$ cat config.mk
export PLATFORM = sky130hd
export DESIGN_NAME = flow_ctrl
export DESIGN_NICKNAME = d
export VERILOG_FILES = /design/src/rtl/flow_pkg.sv /design/src/rtl/flow_arbiter.sv /design/src/rtl/flow_loop_ctr.sv /design/src/rtl/flow_ctrl.sv
export SDC_FILE = /design/constraint.sdc
export NUM_CORES = 1
export LEC_CHECK = 0
export BUFFER_PORTS_ARGS = -buffer_cell sky130_fd_sc_hd__buf_2
export CAP_MARGIN = 20
export CORE_MARGIN = 5
export CORE_UTILIZATION = 55
export CTS_BUF_LIST = sky130_fd_sc_hd__clkbuf_8 sky130_fd_sc_hd__clkbuf_16
export DETAILED_ROUTE_END_ITERATION = 8
export PLACE_DENSITY = 0.87
export SYNTH_ARGS = -nofsm -noshare
export SYNTH_HDL_FRONTEND = slang
export SYNTH_SLANG_ARGS = --single-unit
$ cat constraint.sdc
create_clock -name clk -period 4.9 [get_ports clk]
set_input_delay 0.98 -clock clk [delete_from_list [all_inputs] [get_ports clk]]
set_output_delay 0.98 -clock clk [all_outputs]
set_load 0.02 [all_outputs]
$ cat src/rtl/flow_pkg.sv
package flow_pkg;
    localparam int ADDR_W  = 16;
    localparam int NUM_LC  = 2;
    localparam int LCS_W   = (NUM_LC > 1) ? $clog2(NUM_LC) : 1;
    localparam int SEL_W   = 2;
    localparam int LC_BASE = 2;
    localparam logic [ADDR_W-1:0] RESET_VEC = 16'h8000;

    typedef enum logic [SEL_W-1:0] {
        SEL_IP  = 2'd0,
        SEL_IV  = 2'd1,
        SEL_LC0 = 2'd2,
        SEL_LC1 = 2'd3
    } reg_sel_e;

    typedef enum logic [2:0] {
        ACT_HOLD   = 3'd0,
        ACT_STEP   = 3'd1,
        ACT_LOOP   = 3'd2,
        ACT_JUMP   = 3'd3,
        ACT_VECTOR = 3'd4
    } pc_act_e;
endpackage

$ cat src/rtl/flow_arbiter.sv
module flow_arbiter
    import flow_pkg::*;
(
    input  logic    int_ack,
    input  logic    ip_wr,
    input  logic    loop_taken,
    input  logic    fetch,
    output pc_act_e act
);
    always_comb begin
        if (int_ack)          act = ACT_VECTOR;
        else if (ip_wr)       act = ACT_JUMP;
        else if (loop_taken)  act = ACT_LOOP;
        else if (fetch)       act = ACT_STEP;
        else                  act = ACT_HOLD;
    end
endmodule

$ cat src/rtl/flow_loop_ctr.sv
module flow_loop_ctr #(
    parameter int W = 16
) (
    input  logic         clk,
    input  logic         rst_n,
    input  logic         load,
    input  logic [W-1:0] load_val,
    input  logic         dec,
    output logic [W-1:0] count,
    output logic         branch
);
    logic [W-1:0] dec_val;

    assign dec_val = count - W'(1);
    // branch decision compares in parallel with the subtractor
    assign branch  = (count != W'(1));

    always_ff @(posedge clk or negedge rst_n) begin
        if (!rst_n)     count <= '0;
        else if (load)  count <= load_val;
        else if (dec)   count <= dec_val;
    end
endmodule

$ cat src/rtl/flow_ctrl.sv
module flow_ctrl
    import flow_pkg::*;
(
    input  logic              clk,
    input  logic              rst_n,
    input  logic              fetch,
    input  logic              wr_en,
    input  logic [SEL_W-1:0]  wr_sel,
    input  logic [ADDR_W-1:0] wr_data,
    input  logic [SEL_W-1:0]  rd_sel,
    output logic [ADDR_W-1:0] rd_data,
    input  logic              int_ack,
    input  logic              djnz_req,
    input  logic [LCS_W-1:0]  djnz_sel,
    input  logic [ADDR_W-1:0] djnz_target,
    output logic              djnz_taken,
    output logic              push_req,
    output logic [ADDR_W-1:0] push_data,
    output logic [ADDR_W-1:0] pc
);
    logic [ADDR_W-1:0] pc_q, pc_d;
    logic [ADDR_W-1:0] iv_q;
    logic [ADDR_W-1:0] lc_val [NUM_LC];
    logic [NUM_LC-1:0] lc_br;
    logic              ip_wr, iv_wr;
    pc_act_e           act;

    assign ip_wr = wr_en && (wr_sel == SEL_W'(SEL_IP));
    assign iv_wr = wr_en && (wr_sel == SEL_W'(SEL_IV));

    for (genvar g = 0; g < NUM_LC; g++) begin : g_lc
        logic ld, dc;
        assign ld = wr_en && (wr_sel == SEL_W'(LC_BASE + g));
        assign dc = djnz_req && (djnz_sel == LCS_W'(g));
        flow_loop_ctr #(.W(ADDR_W)) u_ctr (
            .clk      (clk),
            .rst_n    (rst_n),
            .load     (ld),
            .load_val (wr_data),
            .dec      (dc),
            .count    (lc_val[g]),
            .branch   (lc_br[g])
        );
    end

    assign djnz_taken = djnz_req && lc_br[djnz_sel];

    flow_arbiter u_arb (
        .int_ack    (int_ack),
        .ip_wr      (ip_wr),
        .loop_taken (djnz_taken),
        .fetch      (fetch),
        .act        (act)
    );

    always_comb begin
        unique case (act)
            ACT_VECTOR: pc_d = iv_q;
            ACT_JUMP:   pc_d = wr_data;
            ACT_LOOP:   pc_d = djnz_target;
            ACT_STEP:   pc_d = pc_q + ADDR_W'(1);
            ACT_HOLD:   pc_d = pc_q;
            default:    pc_d = pc_q;
        endcase
    end

    always_ff @(posedge clk or negedge rst_n) begin
        if (!rst_n) pc_q <= RESET_VEC;
        else        pc_q <= pc_d;
    end

    always_ff @(posedge clk or negedge rst_n) begin
        if (!rst_n)      iv_q <= '0;
        else if (iv_wr)  iv_q <= wr_data;
    end

    assign push_req  = int_ack;
    assign push_data = pc_q;
    assign pc        = pc_q;

    always_comb begin
        rd_data = '0;
        if (rd_sel == SEL_W'(SEL_IP)) rd_data = pc_q;
        if (rd_sel == SEL_W'(SEL_IV)) rd_data = iv_q;
        for (int g = 0; g < NUM_LC; g++) begin
            if (rd_sel == SEL_W'(LC_BASE + g)) rd_data = lc_val[g];
        end
    end
endmodule

== Word level (Yosys, flattened, before mapping) ==
Index checks and enable logic that the tools add are counted.
Storage, ports and cells
  register bits: 64
  input port bits: 43
Operators by class
  magnitude comparators: 1
  add/subtract/negate cells: 3
  reduce and logical (&&, ||, !) cells: 12
  equal/unequal tests: 12
  bitwise operators: 1
  muxes and demuxes: 15
Operators with widths (count)
  $mux 16: 8
  $pmux 16 s4: 1
  $ne 16x1->1 const B: 2
  $sub 16x1->16 const B: 2
  $add 16x1->16 const B: 1
  $mux 3: 3
  $eq 2x2->1 const B: 4
  $logic_and 1x1->1: 7
  $eq 3x2->1 const B: 2
  $eq 2x1->1 const B: 2
  $logic_not 2->1: 2
  $reduce_bool 2->1: 2
  $reduce_bool 4->1: 1
  $eq 3x1->1 const B: 1
  $eq 3x3->1 const B: 1
  $mux 1: 3
  $lt 1x2->1 const B: 1
  $not 1->1: 1

== Longest topological paths before layout ==
  depth after elaboration: 9
  mapped depth: 10
  gate-level depth less buffers: 9

== By module ==
A second synthesis with hierarchy kept.
Second synthesis, totals
  cells, all modules: 464
  area, all modules: 4579.4 um^2
By module, submodules not included
  flow_ctrl: area each 2670.1 um^2, times used 1, cells an instance 259
  flow_loop_ctr (g_lc[0].u_ctr): area each 958.4 um^2, times used 1, cells an instance 100
  flow_loop_ctr (g_lc[1].u_ctr): area each 917.1 um^2, times used 1, cells an instance 99
  flow_arbiter: area each 33.8 um^2, times used 1, cells an instance 6

== Least setup slack after synthesis ==
OpenSTA, ideal clock, no wires.
  path kind: input to output
  start: in rd_sel[0]
  end: out rd_data[10]
  arrival time: 2432 ps
  setup slack: 1488 ps
  stages on the path: 3
  cells stage by stage: clkbuf_1 -> clkbuf_1 -> mux4_2
Between the ends
  longest elaborated chain between the ends: 5
  elaborated cells between the ends (all ways): 8
  those cells by class: eq/ne: 3; mux: 4; reduce/logical: 1
RTL lines
  start, declared: RTL line flow_ctrl.sv:10  | input logic [SEL_W-1:0] rd_sel,
  $logic_not 2->1: RTL line flow_ctrl.sv:83  | if (rd_sel == SEL_W'(SEL_IP)) rd_data = pc_q;
  $mux 16: RTL line flow_ctrl.sv:83
  $mux 16: RTL line flow_ctrl.sv:84  | if (rd_sel == SEL_W'(SEL_IV)) rd_data = iv_q;
  $mux 16: RTL line flow_ctrl.sv:86  | if (rd_sel == SEL_W'(LC_BASE + g)) rd_data = lc_val[g];
  $mux 16 (*): RTL line flow_ctrl.sv:86
  end, declared: RTL line flow_ctrl.sv:11  | output logic [ADDR_W-1:0] rd_data,
Every way passes the cells marked *; elsewhere a longest branch is shown, timed or not.

== Worst setup path after layout ==
  start: reg g_lc[1].u_ctr.count[4]
  end: out djnz_taken
Between the ends
  longest elaborated chain between the ends: 4
RTL lines
  start, declared: RTL line flow_loop_ctr.sv:9  | output logic [W-1:0] count,
  start signal, assigned: RTL line flow_loop_ctr.sv:20  | else if (load) count <= load_val;
  start signal, assigned: RTL line flow_loop_ctr.sv:21  | else if (dec) count <= dec_val;
  $ne 16x1->1: RTL line flow_loop_ctr.sv:16  | assign branch = (count != W'(1));
  $mux 1 (not written as such) (2 in a row): RTL line flow_ctrl.sv:46  | assign djnz_taken = djnz_req && lc_br[djnz_sel];
  $logic_and 1x1->1: RTL line flow_ctrl.sv:46
  end, declared: RTL line flow_ctrl.sv:16  | output logic djnz_taken,
Every way passes these cells. The select of a mux whose other input is x is not followed.

==> results.sh <==
export IMPL_sequential_cell_area_um2=1600
export IMPL_fin_tns_setup_ns=0
export IMPL_syn_nets=493
export IMPL_yosys_warnings=0
export IMPL_status="completed"
export IMPL_ant_nets=0
export IMPL_syn_to_final_growth_pct=13.0
export IMPL_cts_resized_gates=0
export IMPL_final_setup_skew_ns=0.0116
export IMPL_dpl_cell_area_um2=4640
export IMPL_syn_inst=445
export IMPL_synth_compound_area_share_pct=14.5
export IMPL_root_buffer="clkbuf_8"
export IMPL_drcViolationCount=0
export IMPL_mostFrequentLayoutCell="buf_2"
export IMPL_vdd_drop_max_mv=0.134
export IMPL_rsz0062_at_grt="false"
export IMPL_worstPathMaxFanout=16
export IMPL_synth_mux_area_share_pct=13.9
export IMPL_antenna_found_initial=0
export IMPL_drive_gt1_share_pct=30.2
export IMPL_routabilityCongestion=1.04
export IMPL_yosys_area_share_xor_xnor_pct=8.22
export IMPL_hold_depth=2
export IMPL_slew_headroom_pct=36.2
export IMPL_max_cap_violations=0
export IMPL_syn_area_per_cell_um2=9.58
export IMPL_nets=557
export IMPL_cts_sinks=64
export IMPL_power_leakage_nw=2.01
export IMPL_slew_viol_final=0
export IMPL_synth_top_family_by_area="simple AND/OR/NAND/NOR gates"
export IMPL_die_h_um=98.0
export IMPL_fin_hold_ws_ns=0.535
export IMPL_fin_cells=616
export IMPL_setup_worst_path_start="g_lc[1].u_ctr.count[4]$_DFFE_PN0P_"
export IMPL_worstRegToRegCells=6
export IMPL_async_flop_share_pct=100
export IMPL_fin_crit_ns=3.74
export IMPL_clk_latency_ns=0.35
export IMPL_hold_violations=0
export IMPL_setup_viol=0
export IMPL_multiInputGateArea_um2=2380
export IMPL_mostFrequentLayoutCells="buf_2 (92), dfrtp_1 (63), nand2_1 (40), nor2_1 (38), a21oi_1 (33)"
export IMPL_max_freq_ghz=0.267
export IMPL_drt_first_pass_iters=5
export IMPL_routed_wl_um=12900
export IMPL_grt_pass1_wl_um=20400
export IMPL_numPortBuffers=92
export IMPL_regToRegStartpoint="g_lc[1].u_ctr.count[4]$_DFFE_PN0P_"
export IMPL_synth_edf_count=0
export IMPL_yosys_area_share_simple_pct=17.7
export IMPL_cts_max_level=3
export IMPL_reg2reg_slack_ns=1.82
export IMPL_holdBufCountCts=0
export IMPL_detailed_place_hpwl_um=9280
export IMPL_initial_utilization_pct=55.7
export IMPL_coreArea_um2=7650
export IMPL_dp_cells=599
export IMPL_crit_end="djnz_taken"
export IMPL_drtIter0Drc=517
export IMPL_ys_types=55
export IMPL_n_antenna_cell=0
export IMPL_ys_seq_area_share_pct=37.6
export IMPL_cts_path_max_buffers=2
export IMPL_netlist_area_um2=4260
export IMPL_dieArea_um2=9610
export IMPL_crit_type="reg2out"
export IMPL_critPathRequiredTime_ns=3.92
export IMPL_design_area_um2=4820
export IMPL_cts_clk_slew_worst_paths_ns=0.07
export IMPL_grt_overflow=0
export IMPL_period_share_pct=76.4
export IMPL_track_usage_pct=26.5
export IMPL_cts_buffers=9
export IMPL_hp_class="reg2reg"
export IMPL_vias_per_cell=6.45
export IMPL_reg2reg_to="pc[6]$_DFFE_PN0P_"
export IMPL_num_vias=3976
export IMPL_pin_count=93
export IMPL_cts_tree="done"
export IMPL_wl_per_cell_um=21.0
export IMPL_synthFlopType="dfrtp_1"
export IMPL_end_kind="output port"
export IMPL_post_cts_setup_buffers=0
export IMPL_grt_pass1_vias=3792
export IMPL_grt_max_degree=34
export IMPL_critical_path_arrival_ns=2.76
export IMPL_worst_pin_slew_ns=0.957
export IMPL_die_w_um=98.0
export IMPL_start_kind="register"
export IMPL_fill_cells=620
export IMPL_synth_seq_cells=64
export IMPL_row_count=32
export IMPL_synthAdderAreaFrac_pct=1.47
export IMPL_p_per_area_nw_per_um2=397
[routing by layer]
layer  vias to the layer above  wire (um)  GRT usage, %
met1                      1919       4940          35.3
met4                         0        571          11.5
li1                       1746          -             -
met3                        54       1140          4.36
met2                       257       6280          42.7
met5                         -          0             0
[worst min-delay path by stage]
| stage | slack (ns) | endpoint | start |
|---|---|---|---|
| final | 0.54 | pc[12]$_DFFE_PN0P_ | iv_q[12]$_DFFE_PN0P_ |
| after global routing | 0.55 | pc[12]$_DFFE_PN0P_ | iv_q[12]$_DFFE_PN0P_ |
| after CTS | 0.53 | pc[12]$_DFFE_PN0P_ | iv_q[12]$_DFFE_PN0P_ |
| after detailed placement | 0.52 | iv_q[7]$_DFFE_PN0P_ | iv_q[7]$_DFFE_PN0P_ |
| after global placement | 0.51 | iv_q[7]$_DFFE_PN0P_ | iv_q[7]$_DFFE_PN0P_ |
| after floorplan | 0.46 | pc[12]$_DFFE_PN0P_ | iv_q[12]$_DFFE_PN0P_ |
[kinds of logic after synthesis]
group	count (synthesis)
AO/OA/AOI/OAI	96
XOR/XNOR	40
adder cells (fa/ha/maj)	5
buffers and inverters	54
flip-flops	64
multiplexers	36
AND/OR/NAND/NOR	150
[cells in the mapped netlist (2+ instances only)]
library cell  number  share of area, %
or3_1              5              0.73
buf_4             18               3.2
o211ai_1           4              0.70
nor3_1            16               1.9
o21ai_0           24               2.8
nor4b_1            2              0.41
xnor2_1           27               5.5
and3_1             3              0.44
clkbuf_1          21               1.8
mux2_2            17               4.5
inv_1             10              0.88
ha_1               5               1.5
a221oi_2           2              0.70
dfrtp_1           63                37
and4_1             3              0.62
nor4_1             7               1.0
mux4_2            16               8.5
o22ai_1            6              0.88
mux2_4             2              0.70
nand3b_1           3              0.53
a221oi_1           5               1.0
o41ai_1            2              0.41
a21oi_1           33               3.9
nand2_1           40               3.5
xor2_1            13               2.7
nand2b_1           2              0.29
a31oi_1            9               1.3
nand4_1           11               1.6
and2_1             3              0.44
nor2_1            38               3.3
a21o_1             2              0.35
nand3_1           10               1.2
[report_power, final]
| group | internal, mW | switching, mW |
|---|---|---|
| sequential | 0.654 | 0.189 |
| clock | 0.190 | 0.202 |
| combinational | 0.297 | 0.381 |
| total | 1.14 | 0.773 |
[through the flow]
step	total power [mW]	utilization [%]	worst slack, ns
global placement	1.47	60.6	1.58
global route	2.01	63.0	1.08
CTS	1.89	62.8	1.18
finish	1.91	63.0	1.16
detailed placement	1.50	60.6	1.53
floorplan	1.29	-	1.49
[flip-flops by register name, indices dropped and copies added, names as in the netlist]
register	count
g_lc.u_ctr.count	32
pc	16
iv_q	16
[final cells by class]
type                    count  share of cell area (%)
clock inverters             6                   0.572
well taps                 102                    2.65
clock buffers              10                    2.86
flip-flops and latches     64                    33.3
multi-input cells         327                    49.5
repair buffers             95                    10.2
inverters                  12                   0.987
[worst max-delay path, stage by stage, from the launching register on]
cell and delay, ns:
dfrtp_1 0.43, or3_4 0.40, or4_1 0.57, o311a_4 0.46
nor2_8 0.24, inv_4 0.14, buf_2 0.19
(Power assumes the default switching activity.)
